**src/rtl/wlk_pkg.sv**
```systemverilog
package wlk_pkg;
  typedef enum logic [1:0] {
    KILL_NONE    = 2'd0,
    KILL_REPLICA = 2'd1,
    KILL_LIMIT   = 2'd2
  } kill_cause_e;
endpackage

```
**src/rtl/wlk_sr_cell.sv**
```systemverilog
// Set-reset pulse cell; reset dominates set. Tracks the recovery cycle.
module wlk_sr_cell (
  input  logic clk,
  input  logic rst_n,
  input  logic set_req,
  input  logic clr_req,
  output logic active_q,
  output logic recover_q
);
  always_ff @(posedge clk or negedge rst_n) begin
    if (!rst_n) begin
      active_q  <= 1'b0;
      recover_q <= 1'b0;
    end else begin
      recover_q <= active_q && clr_req;
      if (clr_req)      active_q <= 1'b0;
      else if (set_req) active_q <= 1'b1;
    end
  end
endmodule

```
**src/rtl/wlk_age_ctr.sv**
```systemverilog
// Counts high cycles of the pulse, 1 in the first cycle, saturating.
module wlk_age_ctr #(
  parameter int CNT_W = 8
) (
  input  logic             clk,
  input  logic             rst_n,
  input  logic             load,
  input  logic             active,
  output logic [CNT_W-1:0] age
);
  localparam logic [CNT_W-1:0] AGE_TOP = {CNT_W{1'b1}};
  localparam logic [CNT_W-1:0] AGE_ONE = {{(CNT_W-1){1'b0}}, 1'b1};

  function automatic logic [CNT_W-1:0] sat_inc(input logic [CNT_W-1:0] v);
    return (v == AGE_TOP) ? v : v + AGE_ONE;
  endfunction

  always_ff @(posedge clk or negedge rst_n) begin
    if (!rst_n)      age <= '0;
    else if (load)   age <= AGE_ONE;
    else if (active) age <= sat_inc(age);
  end
endmodule

```
**src/rtl/wlk_limit_guard.sv**
```systemverilog
// Worst-case margin: closes the pulse when the limit is reached, records the cause.
module wlk_limit_guard
  import wlk_pkg::*;
#(
  parameter int CNT_W = 8
) (
  input  logic             clk,
  input  logic             rst_n,
  input  logic             active,
  input  logic             replica_done,
  input  logic [CNT_W-1:0] age,
  input  logic [CNT_W-1:0] max_cycles,
  output logic             expire,
  output kill_cause_e      cause,
  output logic             err_q
);
  function automatic logic limit_hit(input logic [CNT_W-1:0] a,
                                     input logic [CNT_W-1:0] lim);
    return (lim == '0) || (a >= lim);
  endfunction

  assign expire = active && limit_hit(age, max_cycles);

  always_comb begin
    if (active && replica_done) cause = KILL_REPLICA;
    else if (expire)            cause = KILL_LIMIT;
    else                        cause = KILL_NONE;
  end

  always_ff @(posedge clk or negedge rst_n) begin
    if (!rst_n)                  err_q <= 1'b0;
    else if (cause == KILL_LIMIT) err_q <= 1'b1;
  end
endmodule

```
**src/rtl/wlk_sense_gate.sv**
```systemverilog
// Sense enable: opens once the pulse has lasted more than the delay.
module wlk_sense_gate #(
  parameter int CNT_W = 8
) (
  input  logic             active,
  input  logic [CNT_W-1:0] age,
  input  logic [CNT_W-1:0] se_delay,
  output logic             sa_en
);
  function automatic logic past_delay(input logic [CNT_W-1:0] a,
                                      input logic [CNT_W-1:0] d);
    return a > d;
  endfunction

  assign sa_en = active && past_delay(age, se_delay);
endmodule

```
**src/rtl/wl_kill_ctrl.sv**
```systemverilog
module wl_kill_ctrl
  import wlk_pkg::*;
#(
  parameter int CNT_W = 8
) (
  input  logic             clk,
  input  logic             rst_n,
  input  logic             acc_start,
  input  logic             replica_done,
  input  logic [CNT_W-1:0] max_cycles,
  input  logic [CNT_W-1:0] se_delay,
  output logic             wl_en,
  output logic             sa_en,
  output logic             busy,
  output logic             timeout_err,
  output logic             replica_hold
);
  logic             active, recover;
  logic             set_req, clr_req, expire;
  logic             kill_by_limit;
  logic [CNT_W-1:0] age;
  kill_cause_e      cause;

  assign busy          = active || recover;
  assign set_req       = acc_start && !busy;
  assign clr_req       = replica_done || expire;
  assign kill_by_limit = (cause == KILL_LIMIT);

  wlk_sr_cell u_cell (
    .clk(clk), .rst_n(rst_n), .set_req(set_req), .clr_req(clr_req),
    .active_q(active), .recover_q(recover)
  );

  wlk_age_ctr #(.CNT_W(CNT_W)) u_age (
    .clk(clk), .rst_n(rst_n), .load(set_req), .active(active), .age(age)
  );

  wlk_limit_guard #(.CNT_W(CNT_W)) u_guard (
    .clk(clk), .rst_n(rst_n), .active(active), .replica_done(replica_done),
    .age(age), .max_cycles(max_cycles), .expire(expire), .cause(cause),
    .err_q(timeout_err)
  );

  wlk_sense_gate #(.CNT_W(CNT_W)) u_sense (
    .active(active), .age(age), .se_delay(se_delay), .sa_en(sa_en)
  );

  assign wl_en        = active;
  assign replica_hold = !active;
endmodule

```
**config.mk**
```make
export PLATFORM = sky130hd
export DESIGN_NAME = wl_kill_ctrl
export DESIGN_NICKNAME = d
export VERILOG_FILES = /design/src/rtl/wlk_pkg.sv /design/src/rtl/wlk_sr_cell.sv /design/src/rtl/wlk_age_ctr.sv /design/src/rtl/wlk_limit_guard.sv /design/src/rtl/wlk_sense_gate.sv /design/src/rtl/wl_kill_ctrl.sv
export SDC_FILE = /design/constraint.sdc
export NUM_CORES = 1
export LEC_CHECK = 0
export ABC_CLOCK_PERIOD_IN_PS = 1800
export BUFFER_PORTS_ARGS = -buffer_cell sky130_fd_sc_hd__buf_2
export CORE_ASPECT_RATIO = 0.6
export CORE_MARGIN = 2
export CORE_UTILIZATION = 30
export CTS_CLUSTER_SIZE = 30
export DETAILED_ROUTE_END_ITERATION = 8
export GPL_TIMING_DRIVEN = 1
export HOLD_SLACK_MARGIN = 0.02
export SYNTH_ARGS = -nofsm -noshare
export SYNTH_HDL_FRONTEND = slang
export SYNTH_SLANG_ARGS = --single-unit
```
**constraint.sdc**
```tcl
create_clock -name clk -period 1.8 [get_ports clk]
set_input_delay 0.09 -clock clk [delete_from_list [all_inputs] [get_ports clk]]
set_output_delay 0.09 -clock clk [all_outputs]
set_load 0.01 [all_outputs]
```
-- Word-level counts from Yosys, hierarchy flattened
Index checks and enable logic that the tools add are counted.
- bits in registers: 11
- $add $sub $neg: 1
- order comparisons: 2
- equal/unequal tests: 3
- muxes and demuxes: 7
- reductions and logical operators: 14
- operator list (cell ; count):
    $mux 8 ; 3
    $add 8x1->8 const B ; 1
    $eq 8x8->1 const B ; 1
    $ge 8x8->1 ; 1
    $gt 8x8->1 ; 1
    $logic_not 8->1 ; 1
    $logic_and 1x1->1 ; 5
    $mux 2 ; 2
    $reduce_bool 2->1 ; 2
    $logic_or 1x1->1 ; 3
    $eq 2x2->1 const B ; 1
    $logic_not 1->1 ; 2
    $mux 1 ; 2
    $ne 2x2->1 const B ; 1
    $reduce_and 2->1 ; 1

-- Longest topological paths before layout
- word-level depth: 6
- depth in mapped cells: 6
- depth with buffers taken out: 6

-- By module
A second synthesis with hierarchy kept.
- cell total of the unflattened synthesis: 118
- area total of the unflattened synthesis: 1071.0 um2
- by module, submodules not included (module ; instances ; cells each ; area each (um2) ; sequential area each (um2)):
    wlk_age_ctr ; 1 ; 48 ; 514.2 ; 200.2
    wlk_limit_guard ; 1 ; 35 ; 267.8 ; 25.0
    wlk_sense_gate ; 1 ; 27 ; 197.7 ; 0.0
    wlk_sr_cell ; 1 ; 4 ; 67.6 ; 50.0
    wl_kill_ctrl ; 1 ; 4 ; 23.8 ; 0.0

-- Least setup slack after synthesis
No wires, ideal clock.
- kind: register -> register
- from: reg u_age.age[0]
- to: reg u_age.age[5]
- library setup time: 0.077 ns
- arrival time: 1.454 ns
- data required time: 1.723 ns
- setup slack: 0.269 ns
- stages on the path, launching flop included: 6
- path buffers: 0
- period minus slack after synthesis: 1.531 ns
- cell sequence: dfrtp_1 -> ha_1 -> nand4_2 -> o22ai_2 -> or4_1 -> a21oi_1
- word-level cells in the longest chain between the ends: 4
- RTL lines (what ; RTL line ; source):
    start, declared ; wlk_age_ctr.sv:9 ; output logic [CNT_W-1:0] age
    start signal, assigned ; wlk_age_ctr.sv:21 ; else if (active) age <= sat_inc(age);
    $add 8x1->8 ; wlk_age_ctr.sv:15 ; return (v == AGE_TOP) ? v : v + AGE_ONE;
    $mux 8 ; wlk_age_ctr.sv:15 ;
    $mux 8 ; wlk_age_ctr.sv:21 ;
    $mux 8 ; wlk_age_ctr.sv:20 ; else if (load) age <= AGE_ONE;
Several ways; a longest one is shown, not always the timed one. The select of a mux whose other input is x is not followed.
A chain may end at the register's enable or synchronous reset.

-- Worst setup path after layout
- from: reg u_age.age[1]
- to: reg u_age.age[5]
The elaborated chain is that of the path after synthesis.

==> metrics <==
reg2reg start u_age.age[1]$_DFFE_PN0P_; Pwr Density 756.5 nW/um2; IO Count 25; period utilization 0.9429; Arr. time, crit path 1860 ps; synthesized area per cell 8.367 um2; Area after DPL 1142 um2; Clock Pin Slew Worst Setup and Hold Paths 50 ps; hold path start replica_done; RD Place Congestion 0.7936; Pleak 0.6583 nW; top post-synthesis cells by count 19 x inv_1, 17 x ha_1, 11 x dfrtp_1; Crit Path Category reg -> reg; Synth area leader dfrtp_1; Clock Sinks 11; PortBufs 24; Final nets 192; Synth Area in Simple Gates 0.2081; Max Root-Sink Buffers 2; synthesized flop and latch total 11; Worst slew margin 0.7520; GRT Max-Usage Layer met2; Setup crit end kind flop; Worst Skew 3.067 ps; Die Area 3691 um2; row count 15; multi-input logic area 725.7 um2; status finished, final reports clean; crit-path max FO 8; HP Class in -> reg; number of synthesized flops with an enable pin 0; Max VDD drop 0.2483 mV; Post-Synth Adder-Cell Area 0.2211; post-DP HPWL 1.955 mm; Core ar. 2965 um2; drt pass-1 iters 4; antenna violations before repair 0; Area Growth Syn to Fin 43.82%; vias per cell 5.199; cells after synthesis 115; worst-skew pair later-pin latency 240 ps; R2R depth 5; hold path endpoint u_cell.active_q$_DFFE_PN0P_; GR Util met3 0.05283; post-synthesis xor/xnor area fraction 0.009103; Synthesis Warnings 0; Least-Margin Pin Slew 372.1 ps; Synth top area share 0.2861; Synth area leaders dfrtp_1 29%, ha_1 22%, inv_1 7.4%, a21oi_1 5.2%, o21ai_0 5.2%; GR Util met1 0.1837; Compound-Gate Fraction of Synth Area 0.2016; asr flop ratio synth 1.000; dpl ws 112.9 ps; hold_ws 202.6 ps; final setup fails 0; Netlist cell types 27; CP Cell Sequence ha_1 > nand4_2 > o22ai_2 > or4_1 > a21oi_1; Starting Density 0.3245; critical path's slowest cell or4_1; Routed WL 2.691 mm; DRC viols 0; top_reg_cell synth dfrtp_1; Antenna Cells 0; met2 Use GR 0.2491; Die Height 47.87 um; CTS Buf Count 3; storage element area 284.0 um2; Setup TNS 0 ps; largest net degree at the start of global routing 12; first-pass GRT wire length 4.015 mm; total gr overflow 0; CTS tree built; minimum clock period 1697 ps; Seq/Total Area, Yosys 0.2861; CP Launch Type flop; Critical Path RT 1960 ps; delay-heaviest family, CP simple AND/OR/NAND/NOR gates; Vias 1019; final worst slack 102.8 ps; worst r2r dst u_age.age[5]$_DFFE_PN0P_; CTS root buf clkbuf_8; Filler cells 314; largest family of logic cells by synthesized area adder cells; Initial DRC Count 33; CP Buf/Inv Count 0; Max H-tree Level 1; max cap viols 0; Post-Layout Inst Area 1384 um2; WL/cell 13.73 um; Util after Layout 0.4667; Max Fclk 589.2 MHz; layout cells sized above 1 0.3961; vias in the first global route 915; Worst Setup SP u_age.age[1]$_DFFE_PN0P_; worst reg-to-reg setup slack 100 ps; mux cell area share after synthesis 0; syn nets 152; largest stage delay on the critical path 500 ps; Slew Limit Fails 0; ANT nets after route 0; All-Layer GR Usage 0.1494; die width 77.11 um; worst hold path depth 3; mapped cell area 962.2 um2; dominant cell by count in the synthesized netlist inv_1; Final Hold Fails 0
-- sequential cells by signal (all words and copies together) (netlist names) --
register,flops
u_age.age,8
u_cell.active_q,1
u_cell.recover_q,1
u_guard.err_q,1
-- worst register-to-register path, delay by kind of cell (launching register included) --
kind | cells | cell delay [ps]
AO/OA/AOI/OAI | 2 | 320
adder cells (fa/ha/maj) | 1 | 220
flip-flops | 1 | 450
AND/OR/NAND/NOR | 2 | 640
-- power breakdown --
part / internal [mW] / leakage (nW) / switching, mW / total, mW
Combinational: 0.225 / 0.499 / 0.206 / 0.430
Sequential: 0.294 / 0.137 / 0.0739 / 0.368
Clock: 0.156 / 0.0228 / 0.0933 / 0.249
Total: 0.674 / 0.658 / 0.373 / 1.05
-- cells by family after synthesis --
| kind of cell | Yosys count |
|---|---|
| AO/OA/AOI/OAI | 32 |
| XOR/XNOR | 1 |
| buffers and inverters | 19 |
| AND/OR/NAND/NOR | 35 |
| adder cells (fa/ha/maj) | 17 |
| flip-flops | 11 |
-- how the worst max path moves through the flow --
stage / to / slack, ps / cells past startpoint
after detailed placement: u_cell.recover_q$_DFF_PN0_ / 110 / 6
after global placement: u_age.age[5]$_DFFE_PN0P_ / 180 / 5
after floorplan: u_age.age[5]$_DFFE_PN0P_ / 270 / 5
after CTS: sa_en / 2 / 7
final: u_age.age[5]$_DFFE_PN0P_ / 100 / 5
after global routing: u_age.age[5]$_DFFE_PN0P_ / -3 / 5
-- stage by stage --
stage,total power [mW],cells
floorplan,0.5531,115
global placement,0.6547,182
detailed placement,0.6693,182
CTS,0.9285,190
global route,1.140,196
finish,1.047,196
-- area by class of cell --
type                            instances  share of cell area
Tap cell                               42             0.03797
Timing Repair Buffer                   35              0.1483
Sequential cell                        11              0.2052
Inverter                               19             0.05154
Multi-Input combinational cell         85              0.5244
Clock buffer                            4             0.03255
-- metal layers --
metal  vias to the layer above  wire length (um)  part of all wire
met2                        32              1188              0.44
met1                       485              1335              0.50
met5                         -                 0                 0
li1                        498                 -                 -
met4                         0                18            0.0067
met3                         4               149             0.055
-- repair_timing --
action / 4_1_cts / 5_1_grt
hold endpoints to repair: 11 / 0
hold buffers: 1 / 0
setup endpoints to repair: 1 / 4
buffers inserted: 3 / 6
resized for setup: 5 / 15
pin swaps: 0 / 3
cloned: 0 / 0
-- layout by cell type (no fill, tap or decap), types with 3 or more instances in the layout --
| master | instances |
|---|---|
| ha_1 | 9 |
| clkbuf_8 | 3 |
| a31oi_1 | 3 |
| dfrtp_1 | 4 |
| nor2_1 | 9 |
| buf_2 | 24 |
| inv_1 | 18 |
| and4_1 | 3 |
| nand2_1 | 5 |
| dfrtp_2 | 7 |
| nand4_1 | 3 |
| buf_4 | 10 |
| ha_4 | 8 |
| o21ai_0 | 8 |
| a21oi_1 | 10 |
Note: power is estimated with default switching activity, not from simulation.
